==> config.mk <==
export PLATFORM = sky130hd
export DESIGN_NAME = opswap_alu
export DESIGN_NICKNAME = d
export VERILOG_FILES = /design/src/rtl/opswap_alu_pkg.sv /design/src/rtl/opswap_alu_addsub.sv /design/src/rtl/opswap_alu_shift.sv /design/src/rtl/opswap_alu_logic.sv /design/src/rtl/opswap_alu.sv
export SDC_FILE = /design/constraint.sdc
export NUM_CORES = 1
export LEC_CHECK = 0
export ABC_AREA = 1
export BUFFER_PORTS_ARGS = -buffer_cell sky130_fd_sc_hd__buf_2
export CORE_UTILIZATION = 38
export DETAILED_ROUTE_END_ITERATION = 8
export PLACE_DENSITY = 0.63
export REMOVE_ABC_BUFFERS = 1
export SETUP_SLACK_MARGIN = 0.15
export SLEW_MARGIN = 20
export SYNTH_ARGS = -nofsm -noshare
export SYNTH_HDL_FRONTEND = slang
export SYNTH_HIERARCHICAL = 1
export SYNTH_SLANG_ARGS = --single-unit
==> constraint.sdc <==
create_clock -name vclk -period 5.57
set_clock_uncertainty 0.05 [all_clocks]
set_input_delay 1.114 -clock vclk [all_inputs]
set_output_delay 1.114 -clock vclk [all_outputs]
set_load 0.05 [all_outputs]
==> src/rtl/opswap_alu_pkg.sv <==
package opswap_alu_pkg;

  localparam int unsigned OP_W = 4;

  typedef enum logic [OP_W-1:0] {
    OP_ZERO = 4'd0,
    OP_ADD  = 4'd1,
    OP_SUB  = 4'd2,
    OP_AND  = 4'd3,
    OP_OR   = 4'd4,
    OP_XOR  = 4'd5,
    OP_NOR  = 4'd6,
    OP_SLT  = 4'd7,
    OP_SLTU = 4'd8,
    OP_SLL  = 4'd9,
    OP_SRL  = 4'd10,
    OP_SRA  = 4'd11,
    OP_LUI  = 4'd12,
    OP_RSV0 = 4'd13,
    OP_RSV1 = 4'd14,
    OP_RSV2 = 4'd15
  } alu_op_e;

endpackage

==> src/rtl/opswap_alu_addsub.sv <==
module opswap_alu_addsub #(
  parameter int unsigned WIDTH = 32
) (
  input  logic [WIDTH-1:0] a_i,
  input  logic [WIDTH-1:0] b_i,
  input  logic             sub_i,
  output logic [WIDTH-1:0] sum_o,
  output logic             carry_o
);

  logic [WIDTH-1:0] b_eff;
  logic [WIDTH:0]   full;

  always_comb begin
    b_eff = b_i ^ {WIDTH{sub_i}};
    full  = {1'b0, a_i} + {1'b0, b_eff} + {{WIDTH{1'b0}}, sub_i};
  end

  assign sum_o   = full[WIDTH-1:0];
  assign carry_o = full[WIDTH];

  always_comb begin
    if (sub_i) begin

      sub_undo_chk: assert (sum_o + b_i == a_i)
        else $error("difference plus subtrahend does not restore minuend");
    end else begin

      add_undo_chk: assert (sum_o - b_i == a_i)
        else $error("sum minus addend does not restore augend");
    end
  end

endmodule

==> src/rtl/opswap_alu_shift.sv <==
module opswap_alu_shift #(
  parameter int unsigned WIDTH = 32,
  localparam int unsigned SHW  = $clog2(WIDTH)
) (
  input  logic [WIDTH-1:0] val_i,
  input  logic [SHW-1:0]   amt_i,
  output logic [WIDTH-1:0] left_o,
  output logic [WIDTH-1:0] rlog_o,
  output logic [WIDTH-1:0] rari_o
);

  logic [WIDTH-1:0] l_stg [SHW+1];
  logic [WIDTH-1:0] r_stg [SHW+1];
  logic [WIDTH-1:0] s_stg [SHW+1];

  assign l_stg[0] = val_i;
  assign r_stg[0] = val_i;
  assign s_stg[0] = val_i;

  for (genvar k = 0; k < SHW; k++) begin : g_stage
    localparam int unsigned STEP = 1 << k;
    assign l_stg[k+1] = amt_i[k] ? (l_stg[k] << STEP) : l_stg[k];
    assign r_stg[k+1] = amt_i[k] ? (r_stg[k] >> STEP) : r_stg[k];
    assign s_stg[k+1] = amt_i[k] ? WIDTH'($signed(s_stg[k]) >>> STEP) : s_stg[k];
  end

  assign left_o = l_stg[SHW];
  assign rlog_o = r_stg[SHW];
  assign rari_o = s_stg[SHW];

  always_comb begin

    sra_pos_chk: assert (val_i[WIDTH-1] || (rari_o == rlog_o))
      else $error("sign fill differs from zero fill on a non-negative word");

    sra_neg_chk: assert (!val_i[WIDTH-1] || ((rari_o & rlog_o) == rlog_o))
      else $error("sign fill lost a bit of the zero-fill result");

    srl_msb_chk: assert ((amt_i == '0) || !rlog_o[WIDTH-1])
      else $error("logical right shift left a one in the top bit");

    sll_lsb_chk: assert ((amt_i == '0) || !left_o[0])
      else $error("left shift left a one in the bottom bit");
  end

endmodule

==> src/rtl/opswap_alu_logic.sv <==
module opswap_alu_logic #(
  parameter int unsigned WIDTH = 32,
  localparam int unsigned HALF = WIDTH / 2
) (
  input  logic [WIDTH-1:0] a_i,
  input  logic [WIDTH-1:0] b_i,
  input  logic [HALF-1:0]  imm_i,
  output logic [WIDTH-1:0] and_o,
  output logic [WIDTH-1:0] or_o,
  output logic [WIDTH-1:0] xor_o,
  output logic [WIDTH-1:0] nor_o,
  output logic [WIDTH-1:0] upper_o
);

  always_comb begin
    and_o   = a_i & b_i;
    or_o    = a_i | b_i;
    xor_o   = a_i ^ b_i;
    nor_o   = ~a_i & ~b_i;
    upper_o = {imm_i, {HALF{1'b0}}};
  end

  always_comb begin

    nor_disjoint_chk: assert (((nor_o & or_o) == '0) && ((nor_o | or_o) == '1))
      else $error("nor result is not the complement of the or result");

    xor_split_chk: assert ((and_o | xor_o) == or_o)
      else $error("and merged with xor does not give or");
  end

endmodule

==> src/rtl/opswap_alu.sv <==
module opswap_alu
  import opswap_alu_pkg::*;
#(
  parameter int unsigned WIDTH = 32,
  localparam int unsigned SHW  = $clog2(WIDTH),
  localparam int unsigned HALF = WIDTH / 2
) (
  input  logic [OP_W-1:0]  op_i,
  input  logic [WIDTH-1:0] a_i,
  input  logic [WIDTH-1:0] b_i,
  output logic [WIDTH-1:0] y_o
);

  alu_op_e          op;
  logic             do_sub;
  logic [WIDTH-1:0] sum;
  logic             carry;
  logic             lt_s;
  logic             lt_u;
  logic [WIDTH-1:0] sh_l, sh_rl, sh_ra;
  logic [WIDTH-1:0] lg_and, lg_or, lg_xor, lg_nor, lg_up;
  logic [WIDTH-1:0] y_nxt;

  assign op = alu_op_e'(op_i);

  always_comb begin
    do_sub = (op == OP_SUB) || (op == OP_SLT) || (op == OP_SLTU);
  end

  opswap_alu_addsub #(.WIDTH(WIDTH)) u_addsub (
    .a_i     (a_i),
    .b_i     (b_i),
    .sub_i   (do_sub),
    .sum_o   (sum),
    .carry_o (carry)
  );

  always_comb begin
    lt_u = !carry;
    if (a_i[WIDTH-1] != b_i[WIDTH-1]) lt_s = a_i[WIDTH-1];
    else                              lt_s = sum[WIDTH-1];
  end

  opswap_alu_shift #(.WIDTH(WIDTH)) u_shift (
    .val_i  (b_i),
    .amt_i  (a_i[SHW-1:0]),
    .left_o (sh_l),
    .rlog_o (sh_rl),
    .rari_o (sh_ra)
  );

  opswap_alu_logic #(.WIDTH(WIDTH)) u_logic (
    .a_i     (a_i),
    .b_i     (b_i),
    .imm_i   (b_i[HALF-1:0]),
    .and_o   (lg_and),
    .or_o    (lg_or),
    .xor_o   (lg_xor),
    .nor_o   (lg_nor),
    .upper_o (lg_up)
  );

  always_comb begin
    unique case (op)
      OP_ADD:  y_nxt = sum;
      OP_SUB:  y_nxt = sum;
      OP_AND:  y_nxt = lg_and;
      OP_OR:   y_nxt = lg_or;
      OP_XOR:  y_nxt = lg_xor;
      OP_NOR:  y_nxt = lg_nor;
      OP_SLT:  y_nxt = {{(WIDTH-1){1'b0}}, lt_s};
      OP_SLTU: y_nxt = {{(WIDTH-1){1'b0}}, lt_u};
      OP_SLL:  y_nxt = sh_l;
      OP_SRL:  y_nxt = sh_rl;
      OP_SRA:  y_nxt = sh_ra;
      OP_LUI:  y_nxt = lg_up;
      default: y_nxt = '0;
    endcase
  end

  assign y_o = y_nxt;

  always_comb begin

    zero_op_chk: assert ((op != OP_ZERO) || (y_o == '0))
      else $error("zero code gave a nonzero result");

    rsv_op_chk: assert (!(op inside {OP_RSV0, OP_RSV1, OP_RSV2}) || (y_o == '0))
      else $error("unused code gave a nonzero result");

    slt_eq_chk: assert (!((op == OP_SLT) && (a_i == b_i)) || (y_o == '0))
      else $error("signed compare of equal operands gave one");

    sltu_width_chk: assert ((op != OP_SLTU) || ((y_o >> 1) == '0))
      else $error("unsigned compare set bits above bit 0");

    lui_low_chk: assert ((op != OP_LUI) || (y_o[HALF-1:0] == '0))
      else $error("upper-half placement left low bits set");
  end

endmodule

==> metrics.md <==
| Metric | Value |
|---|---|
| Status | `complete, no violations` |
| Final hold slack | `2.870 ns` |
| Max Slew Vio Count | `0` |
| Row count | `60` |
| Psw | `0.0009199 W` |
| Sequential Area | `0 µm²` |
| Critical path class | `input port to output port` |
| Drt drc | `0` |
| Area delta synth->final | `9.689%` |
| Vias in the first global route | `12341` |
| Crit path DAT | `4.15 ns` |
| Initial Util | `0.3853` |
| Yosys top cell by area | `nand2_1` |
| Initial antenna violation count | `0` |
| Ratio of cells with drive above 1 in the final layout | `0.1403` |
| GPL Wtd Cong | `1.008` |
| Worst Setup Start Kind | `input port` |
| Fin util | `0.4227` |
| Setup-failing EPs final | `0` |
| Hold_buf cts | `0` |
| Worst hold path cell count | `7` |
| Critical path's slowest cell | `ha_1` |
| Actual slew at the worst max-slew pin | `1.108 ns` |
| Overflow after GRT | `0` |
| Via Count | `13511` |
| Fin. Hold Viols | `0` |
| Crit path cell chain | `buf_4, inv_2, nand2_2, inv_2, a21oi_4, o21ai_4, buf_6, buf_16, xor2_1, ha_1, buf_4, nand2_2, o21ai_0, nand2_1, nand2_1, nand2_1, nand3_1, nand2_1, nand2_1, nand3b_1, nand2_4, nor2_4, nand3_2, buf_6` |
| Syn. warnings | `6` |
| First-pass iteration count of the detailed router | `9` |
| Final worst slack | `0.2550 ns` |
| CP required | `4.41 ns` |
| Largest net degree at the start of global routing | `87` |
| Cells after Synth | `2034` |
| Clock Power Share | `0` |
| 1st-iter DRT viols | `1527` |
| Flop pwr share | `0` |
| Peak VDD IR | `0.00008389 V` |
| Setup Slack @ Placement | `0.06120 ns` |
| Seq/Total Area, Yosys | `0` |
| WP depth | `24` |
| Design Power | `0.001349 W` |
| Crit Path Max Fanout | `7` |
| Post-Route WL | `43.70 mm` |
| DP HPWL | `33.86 mm` |
| Post-placement cell count | `2424` |
| Final min period | `5.315 ns` |
| Hold crit path type | `input port to output port` |
| Die Y | `167.1 µm` |
| Most Frequent Cell on Critical Path | `nand2_1` |
| Tot GR Track Use | `0.3000` |
| Drt wl/cell | `17.94 µm` |
| Internal power | `0.0004288 W` |
| Kind of cell adding the most delay to the critical path | `simple AND/OR/NAND/NOR gates` |
| Final nets | `2296` |
| Final ANT Viol Nets | `0` |
| Slew margin rel. | `0.2604` |
| RSZ-0062 raised after global routing | `no` |
| CLK BUF | `0` |
| PD cells | `118.7 mW/mm²` |
| Lkg Pwr | `6.914 nW` |
| FFs & Latches | `0` |
| Critical Path Max Stage Delay | `0.35 ns` |
| Crit path buffers/inverters | `7` |
| Sw frac | `0.6821` |
| N_diodes | `0` |
| First-pass GRT wire length | `66.43 mm` |
| Ports | `100` |
| Syn avg cell area | `5.092 µm²` |
| Comb pwr share | `1.000` |
| Die width | `167.1 µm` |
| Core area | `0.02688 mm²` |
| Fmax | `188.1 MHz` |
| Via-to-Cell Ratio | `5.546` |
| Synth top area share | `0.2849` |
| Max-cap violations | `0` |
| Crit. End Element | `output port` |
| Final std cells w/o fill | `2436` |
| PortBufs | `100` |
| Number of distinct library cells after synthesis | `37` |
| Post-Syn Area | `0.01036 mm²` |
| Die ar. | `0.02792 mm²` |
| Ranking of synthesized cells by area | `nand2_1 28%, nand3_1 21%, ha_1 16%` |
| Crit share post-route | `0.9542` |
## cells in the mapped netlist, drive strengths merged
library cell	count
nand2	828
nand3	448
inv	204
nor2	141
ha	130
buf	112
xor2	44
a21oi	43
o21ai	30
clkbuf	19
nor3	13
nand4	5
o21bai	4
xnor2	3
and2	2
and3	2
clkinv	1
conb	1
fa	1
nand3b	1
nor4	1
or2	1
## cell type report
cell class	count	area [µm²]
fillers	3081	15520
inverters	205	777.0
multi-input cells	1713	8976
well taps	341	426.7
repair buffers	177	1180
## stage by stage
| stage | area, µm² | TNS (ns) |
|---|---|---|
| 6_report | 11360 | 0 |
| 5_1_grt | 11360 | 0 |
| 4_1_cts | 11180 | 0 |
| 3_5_place_dp | 11070 | 0 |
| 3_3_place_gp | 11070 | 0 |
| 2_1_floorplan | 9609 | -57.98 |
## layer usage
| metal | vias up | routed length, µm | track usage |
|---|---|---|---|
| met5 | - | 0 | 0 |
| met4 | 0 | 2138 | 0.1192 |
| met3 | 131 | 3548 | 0.03232 |
| met2 | 682 | 19840 | 0.5079 |
| met1 | 6176 | 18170 | 0.3868 |
| li1 | 6522 | - | - |
## placed cells by master, fill, tap and decap left out, types with 3 or more instances in the layout
cell type,netlist,layout
a21oi_1,40,34
a21oi_2,3,8
buf_12,1,3
buf_2,44,95
buf_4,54,72
buf_6,5,3
conb_1,1,16
ha_1,130,129
inv_1,198,194
inv_2,5,9
nand2_1,786,778
nand2_2,32,39
nand2_4,10,11
nand3_1,434,431
nand3_2,14,17
nand4_1,5,5
nor2_1,127,121
nor2_2,12,15
nor2_4,2,5
nor3_1,13,12
o21ai_0,22,18
o21ai_1,6,9
o21bai_1,4,4
xor2_1,44,42
## final timing paths
path	start	endpoint	slack [ns]
max	op_i[2]	y_o[0]	0.25
min	op_i[3]	y_o[0]	2.87
## what timing repair did
item                                    CTS  global route
pin swaps                                 4            21
gates resized for setup                  11            39
gates cloned                              2             0
setup buffers                             1             9
endpoints found under the setup margin    1             7
## power groups by stage
stage	Clock [W]	Combinational, W	Sequential, W
2_1_floorplan	0	0.000821	0
3_3_place_gp	0	0.00125	0
3_5_place_dp	0	0.00126	0
4_1_cts	0	0.00129	0
5_1_grt	0	0.00146	0
6_report	0	0.00135	0
## logic make-up after synthesis
| group | share of synthesized area |
|---|---|
| AOI/OAI and AO/OA | 0.03999 |
| xor gates and xnor gates | 0.03975 |
| adders and majority gates | 0.1590 |
| buffers and inverters | 0.1526 |
| other | 0.0003621 |
| and+or+nand+nor | 0.6083 |
Power figures use the tool's default switching activity.
